## src/rtl/dac_seq_pkg.sv

```systemverilog
package dac_seq_pkg;
  // Status vector; packed so that full sits at bit 0, matching the mask order.
  typedef struct packed {
    logic unf;
    logic ovf;
    logic pass;
    logic wm;
    logic empty;
    logic full;
  } dac_flags_t;

  localparam int unsigned NUM_FLAGS = $bits(dac_flags_t);

  // Write-1-clear bit positions for the sticky events.
  localparam int unsigned CLR_PASS = 0;
  localparam int unsigned CLR_OVF  = 1;
  localparam int unsigned CLR_UNF  = 2;
  localparam int unsigned NUM_CLR  = 3;
endpackage

```

## src/rtl/dac_seq_trig.sv

```systemverilog
module dac_seq_trig (
  input  logic clk,
  input  logic rst_n,
  input  logic en,
  input  logic trig_src,
  input  logic hw_trig,
  input  logic sw_trig_wr,
  output logic trig
);
  logic sw_pend;

  // Pending software trigger lives for exactly one cycle after its strobe.
  always_ff @(posedge clk or negedge rst_n) begin
    if (!rst_n) sw_pend <= 1'b0;
    else        sw_pend <= sw_trig_wr;
  end

  assign trig = en & (trig_src ? sw_pend : hw_trig);
endmodule

```

## src/rtl/dac_seq_store.sv

```systemverilog
module dac_seq_store #(
  parameter int unsigned AW = 4,
  parameter int unsigned DW = 12
) (
  input  logic          clk,
  input  logic          rst_n,
  input  logic          en,
  input  logic          queue_mode,
  input  logic          replay,
  input  logic          q_clear,
  input  logic          push_v,
  input  logic [DW-1:0] push_d,
  input  logic          trig,
  output logic [DW-1:0] dac_out,
  output logic [AW:0]   count,
  output logic [AW-1:0] rd_ptr,
  output logic [AW-1:0] wr_ptr,
  output logic          ovf_ev,
  output logic          unf_ev,
  output logic          pass_ev
);
  localparam int unsigned DEPTH = 1 << AW;
  localparam logic [AW:0] DEPTH_C = (AW+1)'(DEPTH);

  logic [DW-1:0] mem [DEPTH];
  logic [AW:0]   head, wr, cur;
  logic [AW:0]   off_nxt;
  logic [AW:0]   rd_idx;
  logic          act, is_full, is_empty;
  logic          do_push, do_pop, wrap;

  assign count    = wr - head;
  assign is_full  = (count == DEPTH_C);
  assign is_empty = (count == '0);

  assign act     = en & queue_mode;
  assign do_push = act & push_v & ~is_full;
  assign do_pop  = act & trig & ~is_empty;
  assign ovf_ev  = act & push_v & is_full;
  assign unf_ev  = act & trig & is_empty;

  // Replay cursor offset from the oldest entry; wrap once past the newest.
  assign off_nxt = (cur - head) + 1'b1;
  assign wrap    = (off_nxt >= count);
  assign pass_ev = do_pop & replay & wrap;

  assign rd_idx = replay ? cur : head;
  assign rd_ptr = rd_idx[AW-1:0];
  assign wr_ptr = wr[AW-1:0];

  always_ff @(posedge clk) begin
    if (do_push) mem[wr[AW-1:0]] <= push_d;
  end

  always_ff @(posedge clk or negedge rst_n) begin
    if (!rst_n) begin
      head <= '0;
      wr   <= '0;
      cur  <= '0;
    end else if (q_clear) begin
      head <= '0;
      wr   <= '0;
      cur  <= '0;
    end else begin
      if (do_push) wr <= wr + 1'b1;
      if (do_pop && replay) begin
        cur <= wrap ? head : cur + 1'b1;
      end else if (do_pop) begin
        head <= head + 1'b1;
        cur  <= head + 1'b1;
      end else if (!replay) begin
        cur <= head;
      end
    end
  end

  always_ff @(posedge clk or negedge rst_n) begin
    if (!rst_n) begin
      dac_out <= '0;
    end else if (en && !queue_mode && push_v) begin
      dac_out <= push_d;
    end else if (do_pop) begin
      dac_out <= mem[rd_idx[AW-1:0]];
    end
  end
endmodule

```

## src/rtl/dac_seq_flags.sv

```systemverilog
module dac_seq_flags
  import dac_seq_pkg::*;
(
  input  logic                clk,
  input  logic                rst_n,
  input  logic                ovf_ev,
  input  logic                unf_ev,
  input  logic                pass_ev,
  input  logic [NUM_CLR-1:0]  flag_clr,
  input  logic                full,
  input  logic                empty,
  input  logic                wm,
  input  logic [NUM_FLAGS-1:0] irq_en,
  input  logic [1:0]          dma_en,
  output dac_flags_t          flags,
  output logic                irq,
  output logic                dma_req
);
  logic [NUM_CLR-1:0] sticky, events;

  assign events = {unf_ev, ovf_ev, pass_ev};

  // A new event in the same cycle as its clear wins.
  for (genvar g = 0; g < NUM_CLR; g++) begin : g_sticky
    always_ff @(posedge clk or negedge rst_n) begin
      if (!rst_n) sticky[g] <= 1'b0;
      else        sticky[g] <= (sticky[g] & ~flag_clr[g]) | events[g];
    end
  end

  always_comb begin
    flags       = '0;
    flags.full  = full;
    flags.empty = empty;
    flags.wm    = wm;
    flags.pass  = sticky[CLR_PASS];
    flags.ovf   = sticky[CLR_OVF];
    flags.unf   = sticky[CLR_UNF];
  end

  assign irq     = |(flags & irq_en);
  assign dma_req = (empty & dma_en[0]) | (wm & dma_en[1]);
endmodule

```

## src/rtl/dac_seq_top.sv

```systemverilog
module dac_seq_top
  import dac_seq_pkg::*;
#(
  parameter int unsigned AW = 4,
  parameter int unsigned SW = 12
) (
  input  logic                 clk,
  input  logic                 rst_n,
  input  logic                 en,
  input  logic                 queue_mode,
  input  logic                 replay,
  input  logic                 trig_src,
  input  logic                 hw_trig,
  input  logic                 sw_trig_wr,
  input  logic                 q_clear,
  input  logic [AW-1:0]        wm_level,
  input  logic                 smp_valid,
  output logic                 smp_ready,
  input  logic [SW-1:0]        smp_data,
  input  logic [NUM_CLR-1:0]   flag_clr,
  input  logic [NUM_FLAGS-1:0] irq_en,
  input  logic [1:0]           dma_en,
  output logic [SW-1:0]        dac_out,
  output logic                 full,
  output logic                 empty,
  output logic                 wm,
  output logic                 pass_done,
  output logic                 ovf,
  output logic                 unf,
  output logic [AW-1:0]        rd_ptr,
  output logic [AW-1:0]        wr_ptr,
  output logic                 irq,
  output logic                 dma_req
);
  localparam logic [AW:0] DEPTH_C = (AW+1)'(1 << AW);

  logic       trig, ovf_ev, unf_ev, pass_ev;
  logic [AW:0] count;
  dac_flags_t flags;

  assign smp_ready = en;
  assign full      = (count == DEPTH_C);
  assign empty     = (count == '0);
  assign wm        = (count <= {1'b0, wm_level});

  dac_seq_trig u_trig (
    .clk        (clk),
    .rst_n      (rst_n),
    .en         (en),
    .trig_src   (trig_src),
    .hw_trig    (hw_trig),
    .sw_trig_wr (sw_trig_wr),
    .trig       (trig)
  );

  dac_seq_store #(.AW(AW), .DW(SW)) u_store (
    .clk        (clk),
    .rst_n      (rst_n),
    .en         (en),
    .queue_mode (queue_mode),
    .replay     (replay),
    .q_clear    (q_clear),
    .push_v     (smp_valid),
    .push_d     (smp_data),
    .trig       (trig),
    .dac_out    (dac_out),
    .count      (count),
    .rd_ptr     (rd_ptr),
    .wr_ptr     (wr_ptr),
    .ovf_ev     (ovf_ev),
    .unf_ev     (unf_ev),
    .pass_ev    (pass_ev)
  );

  dac_seq_flags u_flags (
    .clk      (clk),
    .rst_n    (rst_n),
    .ovf_ev   (ovf_ev),
    .unf_ev   (unf_ev),
    .pass_ev  (pass_ev),
    .flag_clr (flag_clr),
    .full     (full),
    .empty    (empty),
    .wm       (wm),
    .irq_en   (irq_en),
    .dma_en   (dma_en),
    .flags    (flags),
    .irq      (irq),
    .dma_req  (dma_req)
  );

  assign pass_done = flags.pass;
  assign ovf       = flags.ovf;
  assign unf       = flags.unf;
endmodule

```

## config.mk

```make
export PLATFORM = sky130hd
export DESIGN_NAME = dac_seq_top
export DESIGN_NICKNAME = d
export VERILOG_FILES = /design/src/rtl/dac_seq_pkg.sv /design/src/rtl/dac_seq_trig.sv /design/src/rtl/dac_seq_store.sv /design/src/rtl/dac_seq_flags.sv /design/src/rtl/dac_seq_top.sv
export SDC_FILE = /design/constraint.sdc
export NUM_CORES = 1
export LEC_CHECK = 0
export ABC_AREA = 1
export BUFFER_PORTS_ARGS = -buffer_cell sky130_fd_sc_hd__buf_2
export CAP_MARGIN = 20
export CORE_ASPECT_RATIO = 0.75
export CORE_UTILIZATION = 40
export DETAILED_ROUTE_END_ITERATION = 16
export PLACE_DENSITY = 0.62
export SYNTH_ARGS = -nofsm -noshare
export SYNTH_HDL_FRONTEND = slang
export SYNTH_SLANG_ARGS = --single-unit
```

## constraint.sdc

```tcl
create_clock -name clk -period 8.9 [get_ports clk]
set_clock_uncertainty 0.15 [all_clocks]
set_input_delay 1.335 -clock clk [delete_from_list [all_inputs] [get_ports clk]]
set_output_delay 1.335 -clock clk [all_outputs]
set_load 0.02 [all_outputs]
```

### Yosys cells after proc, flatten, opt, wreduce, memory -nomap -nowiden

Memories as Yosys holds them, arrays and structs flattened.
Cells that the tools add are included.

| word-level totals | value |
|---|---|
| register bits | 31 |
| RAM bits | 192 |
| bits of input ports | 37 |
| output and inout port bits | 29 |
| logic and storage cells | 71 |
| memories | 1 |

Memory list:

| name | depth | bits a word | rd ports | clocked after memory_dff | write ports | RTL line | RTL |
|---|---|---|---|---|---|---|---|
| u_store.mem | 16 | 12 | 1 | 0 | 1 | dac_seq_store.sv:25 | `logic [DW-1:0] mem [DEPTH];` |

| cells by class | value |
|---|---|
| add/subtract/negate cells | 6 |
| $lt $le $gt $ge | 2 |
| equality and inequality tests | 3 |
| mux-type cells | 15 |
| bitwise gates (word level) | 25 |
| reductions and logical operators | 10 |

Operators with widths:

| kind | number |
|---|---|
| 2-to-1 mux 5 bit | 10 |
| 2-to-1 mux 12 bit | 2 |
| adder 5 x 1 -> 5 bit, second input constant | 4 |
| bitwise AND 1 bit | 15 |
| subtractor 5 bit | 2 |
| bitwise AND 6 bit | 1 |
| nonzero test 2 bit | 3 |
| OR reduction 6 bit | 1 |
| == test 5 bit, second input constant | 1 |
| greater-or-equal comparator 5 bit | 1 |
| less-or-equal comparator 5 x 4 -> 1 bit | 1 |
| zero test 5 bit | 1 |
| NOT 1 bit | 5 |
| inequality test 4 x 1 -> 1 bit, second input constant | 1 |
| OR 1 bit | 4 |
| logical AND 1 bit | 3 |
| 2-to-1 mux 1 bit | 3 |
| inequality test 2 bit, second input constant | 1 |
| AND reduction 2 bit | 1 |
| zero test 1 bit | 1 |

### Depth between registers and ports, before layout

Gate-level depths: netlist (run 1).

| logic depth | value |
|---|---|
| depth after elaboration | 7 |
| mapped depth | 20 |
| depth with buffers taken out | 20 |

### Hierarchy

A second synthesis (run 1) with hierarchy kept.

| unflattened totals | value |
|---|---|
| cells, all modules | 964 |
| area, all modules | 10480.1 µm² |

By module, submodules not included:

| module | instances | cells each | area each (µm²) | seq. area each (µm²) |
|---|---|---|---|---|
| dac_seq_store | 1 | 901 | 10089.7 | 6441.2 |
| dac_seq_flags | 1 | 27 | 187.7 | 75.1 |
| dac_seq_top | 1 | 30 | 156.4 | 0.0 |
| dac_seq_trig | 1 | 6 | 46.3 | 25.0 |

### Worst setup path after synthesis (run 1)

No wires, ideal clock.

| timing path | value |
|---|---|
| path type | input-to-output |
| start | input wm_level[2] |
| end | output dma_req |
| data arrival time | 2681 ps |
| data required time | 7415 ps |
| path slack | 4734 ps |
| cell stages on the path | 8 |
| path buffers | 0 |
| cell sequence | inv_1 ha_1 a21oi_1 o21ai_0 nand2_1 o21ai_0 nor2_1 a22o_1 |

| on the way | value |
|---|---|
| cells in the longest elaborated chain, start to end | 3 |

RTL lines:

| what | RTL line | RTL |
|---|---|---|
| start: declaration | dac_seq_top.sv:16 | `input logic [AW-1:0] wm_level,` |
| less-or-equal comparator 5 x 4 -> 1 bit | dac_seq_top.sv:44 | `assign wm = (count <= {1'b0, wm_level});` |
| named net wm | dac_seq_top.sv:26 | `output logic wm,` |
| bitwise AND 1 bit | dac_seq_flags.sv:42 | `assign dma_req = (empty & dma_en[0]) \| (wm & dma_en[1]);` |
| OR 1 bit | dac_seq_flags.sv:42 |  |
| end: declaration | dac_seq_top.sv:33 | `output logic dma_req` |

The timed path passes the listed nets, and every way through them passes these cells.

### Worst setup path after layout (run 1)

| timing path | value |
|---|---|
| start | register u_store.wr[0] |
| end | output dma_req |

| on the way | value |
|---|---|
| cells in the longest elaborated chain, start to end | 4 |
| elaborated cells between the ends (all ways) | 6 |
| classes of those cells | add/sub: 1; order compare: 1; bitwise: 3; reduce/logical: 1 |

RTL lines:

| what | RTL line | RTL |
|---|---|---|
| start: declaration | dac_seq_store.sv:26 | `logic [AW:0] head, wr, cur;` |
| start signal: assignment | dac_seq_store.sv:65 | `if (do_push) wr <= wr + 1'b1;` |
| subtractor 5 bit (*) | dac_seq_store.sv:32 | `assign count = wr - head;` |
| less-or-equal comparator 5 x 4 -> 1 bit / zero test 5 bit (equally long branches) | dac_seq_top.sv:44, dac_seq_top.sv:43 |  |
| bitwise AND 1 bit | dac_seq_flags.sv:42 |  |
| OR 1 bit (*) | dac_seq_flags.sv:42 |  |

Mark *: on every way between the ends. The rest lies on a longest branch, timed or not.

==> results of run 1 <==
worst max-delay path: stages, from the launching register on:
cell,delay [ps]
sky130_fd_sc_hd__dfrtp_1,450
sky130_fd_sc_hd__inv_1,190
sky130_fd_sc_hd__ha_1,170
sky130_fd_sc_hd__inv_1,60
sky130_fd_sc_hd__fa_1,390
sky130_fd_sc_hd__xor2_1,270
sky130_fd_sc_hd__ha_1,310
sky130_fd_sc_hd__a21oi_1,140
sky130_fd_sc_hd__o21ai_0,90
sky130_fd_sc_hd__nand2_1,140
sky130_fd_sc_hd__o21ai_0,90
sky130_fd_sc_hd__nor2_1,190
sky130_fd_sc_hd__a22o_1,170
sky130_fd_sc_hd__buf_2,160
per-stage QoR:
step | cells | util, % | cell area (um^2) | worst slack, ps
global placement | 1334 | 43.7 | 11000 | 4420
detailed placement | 1334 | 43.7 | 11000 | 4390
global route | 1374 | 46.4 | 11700 | 3860
CTS | 1374 | 46.4 | 11700 | 4080
finish | 1374 | 46.4 | 11700 | 4090
floorplan | 958 | - | 10400 | 4730
power by group through the flow:
stage / combinational (mW) / clock (mW) / sequential, mW
2_1_floorplan: 0.269 / 0 / 1.22
3_3_place_gp: 0.406 / 0 / 1.20
3_5_place_dp: 0.411 / 0 / 1.20
4_1_cts: 0.413 / 0.915 / 1.18
5_1_grt: 0.457 / 0.960 / 1.18
6_report: 0.410 / 0.900 / 1.18
layer usage:
layer / vias to the layer above / GRT usage (%) / part of all wire (%)
met4: 0 / 3.42 / 1.3
met5: - / 0 / 0
met3: 23 / 3.07 / 5.3
met2: 176 / 27.6 / 43
li1: 3438 / - / -
met1: 3382 / 27.8 / 50
state kept, by name, indices dropped and copies added (netlist names):
register,cells
u_store.wr,5
u_store.dac_out,12
u_store.cur,5
u_flags.flags,3
u_trig.sw_pend,1
u_store.mem,192
u_store.head,5
logic make-up (layout without fill, tap and decap cells):
family                     Yosys count  in the layout  share of synthesized area, %
AOI/OAI and AO/OA                  239            239                          13.4
and+or+nand+nor                    259            259                          11.5
buffers and inverters              206            284                          8.29
xor gates and xnor gates             6              6                         0.507
DFF                                223            223                          63.1
muxes                                1              1                         0.109
adders and majority gates           24             24                          3.04
how the worst min path moves through the flow:
stage / depth (start not counted) / to
2_1_floorplan: 1 / u_store.wr[4]
3_3_place_gp: 1 / u_store.wr[4]
3_5_place_dp: 1 / u_store.wr[4]
4_1_cts: 1 / u_store.wr[4]
5_1_grt: 1 / u_store.wr[4]
6_report: 1 / u_store.wr[4]
final cells by class:
type | instances | area (um^2)
fillers | 2368 | 13500
flip-flops and latches | 223 | 6540
multi-input cells | 529 | 2970
clock buffers | 30 | 612
inverters | 158 | 596
repair buffers | 86 | 483
well taps | 338 | 423
clock inverters | 10 | 78.8
Yosys cell counts (2+ instances only):
master,count
sky130_fd_sc_hd__nor2_1,42
sky130_fd_sc_hd__o21ai_0,65
sky130_fd_sc_hd__nand3b_1,2
sky130_fd_sc_hd__edfxtp_1,192
sky130_fd_sc_hd__buf_4,11
sky130_fd_sc_hd__inv_2,8
sky130_fd_sc_hd__ha_1,22
sky130_fd_sc_hd__o22ai_1,3
sky130_fd_sc_hd__xnor2_1,3
sky130_fd_sc_hd__a22o_1,2
sky130_fd_sc_hd__nand2_4,3
sky130_fd_sc_hd__buf_2,27
sky130_fd_sc_hd__o21ai_1,26
sky130_fd_sc_hd__o21ai_2,2
sky130_fd_sc_hd__nor2_4,3
sky130_fd_sc_hd__inv_1,149
sky130_fd_sc_hd__nor2_2,2
sky130_fd_sc_hd__nor3_1,2
sky130_fd_sc_hd__a21oi_1,78
sky130_fd_sc_hd__nand2_1,111
sky130_fd_sc_hd__fa_1,2
sky130_fd_sc_hd__nand3_1,77
sky130_fd_sc_hd__clkbuf_1,9
sky130_fd_sc_hd__dfrtp_1,31
sky130_fd_sc_hd__o211ai_1,52
sky130_fd_sc_hd__nand2_2,11
sky130_fd_sc_hd__xor2_1,3
sky130_fd_sc_hd__nand4_1,3
sky130_fd_sc_hd__o21a_1,2
==> out/summary.json, run 1 <==
{
  "effective_utilization_at_floorplan_pct": 41.1,
  "grt_antenna_before_repair": 0,
  "cts.htree.levels": 1,
  "synth_cells": 958,
  "end_kind": "output port",
  "yosysSeqAreaShare_pct": 63.1,
  "wire_length_of_the_first_global_routing_pass_um": 37600,
  "critPathMaxFanout": 6,
  "reg2regPathDepth": 11,
  "port_buffers": 65,
  "power_per_cell_area_nw_per_um2": 213,
  "vias_in_the_first_global_route": 6537,
  "synthArstFlopShare_pct": 13.9,
  "mappedNetlistArea_um2": 10400,
  "placement_rows": 50,
  "path_class_of_the_lowest_slack_min_delay_path": "flop to flop",
  "tritoncts.num_buffers": 22,
  "vias_per_cell": 5.11,
  "critPathCapture": "dma_req",
  "outcome": "completed",
  "wire_per_inst_um": 17.6,
  "totalWireLength_um": 24100,
  "place.gp.congestion": 0.851,
  "synth.net_count": 1019,
  "critical_path_class": "flop to output port",
  "clock_path_buffers": 3,
  "finalMaxSlewViolations": 0,
  "clkSinkCount": 223,
  "maxSlewHeadroom_pct": 29.4,
  "cts_repair_resize_count": 0,
  "postSynthAreaPerCell_um2": 10.8,
  "number_of_endpoints_failing_setup_at_the_final_stage": 0,
  "final_period_utilization_pct": 54.0,
  "rsz0062_at_grt": "no",
  "finalNetCount": 1081,
  "cts.repair_timing.setup_buffer_count": 0,
  "max-vdd-ir-drop_mv": 0.134,
  "post-synth-top-area-fraction_pct": 55.7,
  "measured_slew_at_the_worst_slew_check_pin_ps": 1060,
  "inserted_diodes": 0,
  "die_h_um": 141,
  "clk_transition_reported_paths_ps": 70,
  "area_growth_pct": 13.0,
  "boundaryPins": 66,
  "p_sw_share_pct": 27.3,
  "tns_ps": 0,
  "static-leakage-power_nw": 4.69,
  "layout-drive-gt1-share_pct": 14.8,
  "p_int_mw": 1.81,
  "synthTopCellsByArea": "sky130_fd_sc_hd__edfxtp_1 (56%), sky130_fd_sc_hd__dfrtp_1 (7.5%), sky130_fd_sc_hd__inv_1 (5.4%)",
  "ys_seq_elements": 223,
  "clk_latency_ps": 500,
  "layout_common_cells": "sky130_fd_sc_hd__edfxtp_1 (192), sky130_fd_sc_hd__inv_1 (149), sky130_fd_sc_hd__nand2_1 (111)",
  "combPwrFrac_pct": 16.5,
  "holdWs_ps": 359,
  "fin_total_pwr_mw": 2.49,
  "cts_tree": "built",
  "hpwl_um": 15200,
  "layout.cells.most_common": "sky130_fd_sc_hd__edfxtp_1",
  "critical_path.startpoint_type": "flop",
  "floorplan.die_area_um2": 26600,
  "detailedRoute.firstIterationViolations": 719,
  "data_arrival_time_of_the_critical_path_ps": 3320,
  "maximum_number_of_pins_on_one_net_before_global_route_repair": 103,
  "synth-main-ff-cell": "sky130_fd_sc_hd__edfxtp_1",
  "power.share.sequential_pct": 47.4,
  "reg2reg_to": "u_store.dac_out[4]",
  "hold_viol": 0,
  "max_cap_violations": 0,
  "synth_edf_count": 192,
  "time_the_worst_path_needs_with_i_o_delays_and_setup_ps": 4810,
  "fmaxAchievable_mhz": 208,
  "gr-usage-all-layers_pct": 18.3,
  "number_of_antenna_violating_nets_in_the_routed_design": 0,
  "ys.warnings.count": 0,
  "cts_root_buffer": "sky130_fd_sc_hd__clkbuf_16",
  "core_um2": 25200,
  "startpoint": "u_store.wr[0]",
  "synth_cell_type_count": 44,
  "globalRouteOverflowTotal": 0,
  "count_of_tritonroute_iterations_in_the_first_routing_pass": 5,
  "ctsHoldBuffers": 0,
  "power_frac_clock_pct": 36.1,
  "worstHoldStart": "u_store.wr[4]",
  "worst_ep_required_time_ps": 7410,
  "r2r_slack_ps": 5590,
  "netSwitchingPower_uw": 681,
  "dieWidth_um": 188,
  "drc_errors": 0,
  "yosysTopAreaCell": "sky130_fd_sc_hd__edfxtp_1",
  "num_vias": 7019,
  "r2r-start": "u_store.head[0]"
}
No activity file was read; power rests on OpenSTA's default activity.
==> run 2, diff against run 1 <==
- ABC_AREA: 1 -> 0
- PLACE_DENSITY: 0.62 -> 0.65
- clock period: 8.9 -> 4.1 ns (I/O delays scaled with it)
==> run 2 against run 1 <==
Effect of this change: critical endpoint is now irq; combinational power fell by 28%; largest power group unchanged; register-to-register slack worse by 5200 ps; sequential share of layout area rose by 1.7 points; count of clock-buffer cells in the layout increased by 4; design area decreased by 2.9%; area after synthesis decreased by 5.2%; global-route usage up 1.3 points; synthesized cell count shrank 15%; routed wire length decreased by 0.83%; critical path type unchanged; highest routed layer is now met5; critical path depth is the same.
==> out/summary.json, run 2 <==
{
  "outcome": {"value": "completed", "change": "unchanged"},
  "static-leakage-power": {"value": 4.26, "unit": "nW", "change": "was 4.69 nW"},
  "hpwl": {"value": 14900, "unit": "um", "change": "was 15200 um"},
  "synth_cell_type_count": {"value": 48, "change": "was 44"},
  "effective_utilization_at_floorplan": {"value": 40.9, "unit": "%", "change": "was 41.1%"},
  "place.gp.congestion": {"value": 0.865, "change": "was 0.851"},
  "grt_antenna_before_repair": {"value": 1, "change": "was 0"},
  "cts_tree": {"value": "built", "change": "unchanged"},
  "number_of_filler_instances_in_the_final_layout": {"value": 2150, "change": "was 2368"},
  "ys_seq_elements": {"value": 223, "change": "unchanged"},
  "wire_per_inst": {"value": 19.6, "unit": "um", "change": "was 17.6 um"},
  "die_h": {"value": 138, "unit": "um", "change": "was 141 um"},
  "postSynthAreaPerCell": {"value": 12.1, "unit": "um^2", "change": "was 10.8 um^2"},
  "clock_path_buffers": {"value": 3, "change": "unchanged"},
  "post-synth-top-area-fraction": {"value": 58.7, "unit": "%", "change": "was 55.7%"},
  "holdWs": {"value": 38.9, "unit": "ps", "change": "was 359 ps"},
  "synthArstFlopShare": {"value": 13.9, "unit": "%", "change": "unchanged"},
  "fmaxAchievable_mhz": 256,
  "critical_path.startpoint_type": {"value": "flop", "change": "unchanged"},
  "area.sequential": {"value": 6540, "unit": "um^2", "change": "about the same"},
  "finalNetCount": {"value": 936, "change": "was 1081"},
  "vias_per_cell": {"value": 5.41, "change": "was 5.11"},
  "crit_path_max_incr_delay": {"value": 480, "unit": "ps", "change": "was 450 ps"},
  "cts_root_buffer": {"value": "sky130_fd_sc_hd__clkbuf_16", "change": "unchanged"},
  "r2r_slack": {"value": 410, "unit": "ps", "change": "was 5590 ps"},
  "maxSlewHeadroom": {"value": 28.8, "unit": "%", "change": "was 29.4%"},
  "detailedRoute.firstIterationViolations": {"value": 610, "change": "was 719"},
  "gr-usage-all-layers": {"value": 19.6, "unit": "%", "change": "was 18.3%"},
  "fin_total_pwr": {"value": 4.83, "unit": "mW", "change": "was 2.49 mW"},
  "synth-main-ff-cell": {"value": "sky130_fd_sc_hd__edfxtp_1", "change": "unchanged"},
  "timing.critical_path.cells": {"value": "inv_2 > ha_1 > inv_1 > fa_1 > ha_1 > nor2b_1 > o21a_1 > o21ai_2 > o21ai_0 > a21boi_1 > nand2_1 > o211ai_1 > buf_4", "change": "was inv_1 > ha_1 > inv_1 > fa_1 > xor2_1 > ha_1 > a21oi_1 > o21ai_0 > nand2_1 > o21ai_0 > nor2_1 > a22o_1 > buf_2"},
  "totalWireLength": {"value": 23900, "unit": "um", "change": "was 24100 um"},
  "layout_common_cells": {"value": "sky130_fd_sc_hd__nand2_1 (206), sky130_fd_sc_hd__edfxtp_1 (192), sky130_fd_sc_hd__buf_2 (64)", "change": "was sky130_fd_sc_hd__edfxtp_1 (192), sky130_fd_sc_hd__inv_1 (149), sky130_fd_sc_hd__nand2_1 (111)"},
  "number_of_antenna_violating_nets_in_the_routed_design": {"value": 0, "change": "unchanged"},
  "globalRouteOverflowTotal": {"value": 0, "change": "unchanged"},
  "critPathMaxFanout": {"value": 6, "change": "unchanged"},
  "cts.htree.levels": {"value": 1, "change": "unchanged"},
  "critical_path_class": {"value": "flop to output port", "change": "unchanged"},
  "dieWidth": {"value": 183, "unit": "um", "change": "was 188 um"},
  "finalMaxSlewViolations": {"value": 0, "change": "unchanged"},
  "mappedNetlistArea": {"value": 9820, "unit": "um^2", "change": "was 10400 um^2"},
  "multi_input_comb_area": {"value": 3000, "unit": "um^2", "change": "was 2970 um^2"},
  "layout.cells.most_common": {"value": "sky130_fd_sc_hd__nand2_1", "change": "was sky130_fd_sc_hd__edfxtp_1"},
  "drc_errors": {"value": 0, "change": "unchanged"},
  "time_the_worst_path_needs_with_i_o_delays_and_setup_ps": 3910,
  "data_arrival_time_of_the_critical_path": {"value": 3140, "unit": "ps", "change": "was 3320 ps"},
  "synth_edf_count": {"value": 192, "change": "unchanged"},
  "yosysTopAreaCell": {"value": "sky130_fd_sc_hd__edfxtp_1", "change": "unchanged"},
  "area_growth": {"value": 15.8, "unit": "%", "change": "was 13.0%"},
  "clk_transition_reported_paths": {"value": 60, "unit": "ps", "change": "was 70 ps"},
  "crit_top_cell": "sky130_fd_sc_hd__ha_1",
  "synthTopCellsByArea": {"value": "sky130_fd_sc_hd__edfxtp_1 (59%), sky130_fd_sc_hd__dfrtp_1 (7.9%), sky130_fd_sc_hd__nand2_1 (7.9%)", "change": "was sky130_fd_sc_hd__edfxtp_1 (56%), sky130_fd_sc_hd__dfrtp_1 (7.5%), sky130_fd_sc_hd__inv_1 (5.4%)"},
  "core": {"value": 24000, "unit": "um^2", "change": "was 25200 um^2"},
  "count_of_tritonroute_iterations_in_the_first_routing_pass": {"value": 7, "change": "was 5"},
  "number_of_endpoints_failing_setup_at_the_final_stage": {"value": 0, "change": "unchanged"},
  "clk_latency": {"value": 510, "unit": "ps", "change": "was 500 ps"},
  "placement_rows": {"value": 49, "change": "was 50"},
  "wire_length_of_the_first_global_routing_pass": {"value": 37400, "unit": "um", "change": "was 37600 um"},
  "layout-drive-gt1-share": {"value": 16.4, "unit": "%", "change": "was 14.8%"},
  "largest_register_ffs": {"value": 192, "change": "unchanged"},
  "maximum_number_of_pins_on_one_net_before_global_route_repair": {"value": 53, "change": "was 103"},
  "ys.warnings.count": {"value": 0, "change": "unchanged"},
  "measured_slew_at_the_worst_slew_check_pin": {"value": 1060, "unit": "ps", "change": "about the same"},
  "most_used_standard_cells_in_the_synthesized_netlist": {"value": "sky130_fd_sc_hd__nand2_1 (206), sky130_fd_sc_hd__edfxtp_1 (192), sky130_fd_sc_hd__nand3_1 (56), sky130_fd_sc_hd__a311oi_1 (49), sky130_fd_sc_hd__clkbuf_1 (38)", "change": "was sky130_fd_sc_hd__edfxtp_1 (192), sky130_fd_sc_hd__inv_1 (149), sky130_fd_sc_hd__nand2_1 (111), sky130_fd_sc_hd__a21oi_1 (78), sky130_fd_sc_hd__nand3_1 (77)"},
  "synth_cells": {"value": 810, "change": "was 958"},
  "vias_in_the_first_global_route": {"value": 6335, "change": "was 6537"},
  "path_class_of_the_lowest_slack_min_delay_path": {"value": "primary input to asynchronous set/reset pin", "change": "was flop to flop"},
  "floorplan.die_area": {"value": 25200, "unit": "um^2", "change": "was 26600 um^2"},
  "tritoncts.num_buffers": {"value": 22, "change": "unchanged"},
  "max_cap_violations": {"value": 0, "change": "unchanged"},
  "rsz0062_at_grt": {"value": "no", "change": "unchanged"},
  "hold_viol": {"value": 0, "change": "unchanged"},
  "tns": {"value": 0, "unit": "ps", "change": "unchanged"},
  "max-vdd-ir-drop": {"value": 0.351, "unit": "mV", "change": "was 0.134 mV"},
  "boundaryPins": {"value": 66, "change": "unchanged"},
  "inserted_diodes": {"value": 0, "change": "unchanged"},
  "yosysSeqAreaShare": {"value": 66.6, "unit": "%", "change": "was 63.1%"},
  "power_per_cell_area": {"value": 424, "unit": "nW/um^2", "change": "was 213 nW/um^2"},
  "worst_ep_required_time": {"value": 3340, "unit": "ps", "change": "was 7410 ps"},
  "synth.net_count": {"value": 871, "change": "was 1019"},
  "port_buffers": {"value": 65, "change": "unchanged"},
  "final_period_utilization_pct": 95.3,
  "clkSinkCount": {"value": 223, "change": "unchanged"},
  "synthMostInstantiatedCell": {"value": "sky130_fd_sc_hd__nand2_1", "change": "was sky130_fd_sc_hd__edfxtp_1"},
  "cp_slowest_cell": {"value": "sky130_fd_sc_hd__fa_1", "change": "was sky130_fd_sc_hd__dfrtp_1"},
  "end_kind": {"value": "output port", "change": "unchanged"},
  "num_vias": {"value": 6611, "change": "was 7019"}
}
[run 2: cell count changes in the layout (fill, tap and decap cells not counted), moves of 15 or more]
cell	previous run	this run
sky130_fd_sc_hd__a21oi_1	78	8
sky130_fd_sc_hd__a311oi_1	0	49
sky130_fd_sc_hd__and3_1	0	26
sky130_fd_sc_hd__inv_1	149	22
sky130_fd_sc_hd__nand2_1	111	206
sky130_fd_sc_hd__nand3_1	77	56
sky130_fd_sc_hd__nor3_1	2	17
sky130_fd_sc_hd__o211ai_1	52	1
sky130_fd_sc_hd__o21ai_0	65	5
sky130_fd_sc_hd__o21ai_1	25	0
[run 2: repair_timing]
item	CTS	global route
hold buffers	0	0
endpoints found under the setup margin	2	3
endpoints found under the hold margin	0	0
setup buffers	0	2
gates resized for setup	2	6
pin swaps	0	1
[run 2: cell type report]
class | instances | share of cell area (%)
Sequential cell | 223 | 57.5
Inverter | 24 | 0.792
Clock buffer | 34 | 5.78
Clock inverter | 6 | 0.484
Multi-Input combinational cell | 506 | 26.4
Tap cell | 331 | 3.64
Timing Repair Buffer | 98 | 5.39
[run 2: final timing paths]
check / start / end / cells past startpoint
worst min register to register: u_store.dac_out[4] / u_store.dac_out[4] / 1
min in group clk: sw_trig_wr / u_trig.sw_pend / 1
worst max register to register: u_store.head[2] / u_store.cur[0] / 10
worst max-delay path: u_store.wr[0] / irq / 13
worst min-delay path: rst_n / u_trig.sw_pend / 1
max in group asynchronous: rst_n / u_store.head[0] / 1
[run 2: power breakdown]
group | switching (mW) | internal, mW | total [mW]
sequential | 0.0366 | 2.50 | 2.54
clock | 0.826 | 1.17 | 1.99
combinational | 0.191 | 0.106 | 0.297
total | 1.05 | 3.77 | 4.83
[run 2: metal layers]
metal	track usage (%)	vias to the layer above	wire, um
li1	-	3088	-
met1	29.7	3256	11400
met2	30.1	229	10600
met3	2.41	36	1470
met4	4.40	2	417
met5	0	-	12
[run 2: logic make-up after synthesis]
kind of cell,Yosys count,share of synthesized area [%]
XOR/XNOR,21,1.87
AND/OR/NAND/NOR,356,15.9
flip-flops,223,66.6
AO/OA/AOI/OAI,94,7.82
adder cells (fa/ha/maj),26,3.44
multiplexers,9,0.968
buffers and inverters,81,3.43
[run 2: worst max-delay path: cells and delay by family, from the launching register on]
family	cells	cell delay (ps)
simple gates	2	230
buf+inv	3	300
flops	1	450
compound gates	5	700
fa+ha+maj	3	950
[run 2: metrics by stage]
| stage | cells | setup WS [ps] | instance area [um^2] | utilization (%) |
|---|---|---|---|---|
| after global routing | 1222 | 27.7 | 11400 | 47.3 |
| after global placement | 1180 | 391 | 10600 | 44.2 |
| after CTS | 1220 | 7.43 | 11300 | 47.2 |
| final | 1222 | 194 | 11400 | 47.3 |
| after floorplan | 810 | 314 | 9820 | - |
| after detailed placement | 1180 | 322 | 10600 | 44.2 |
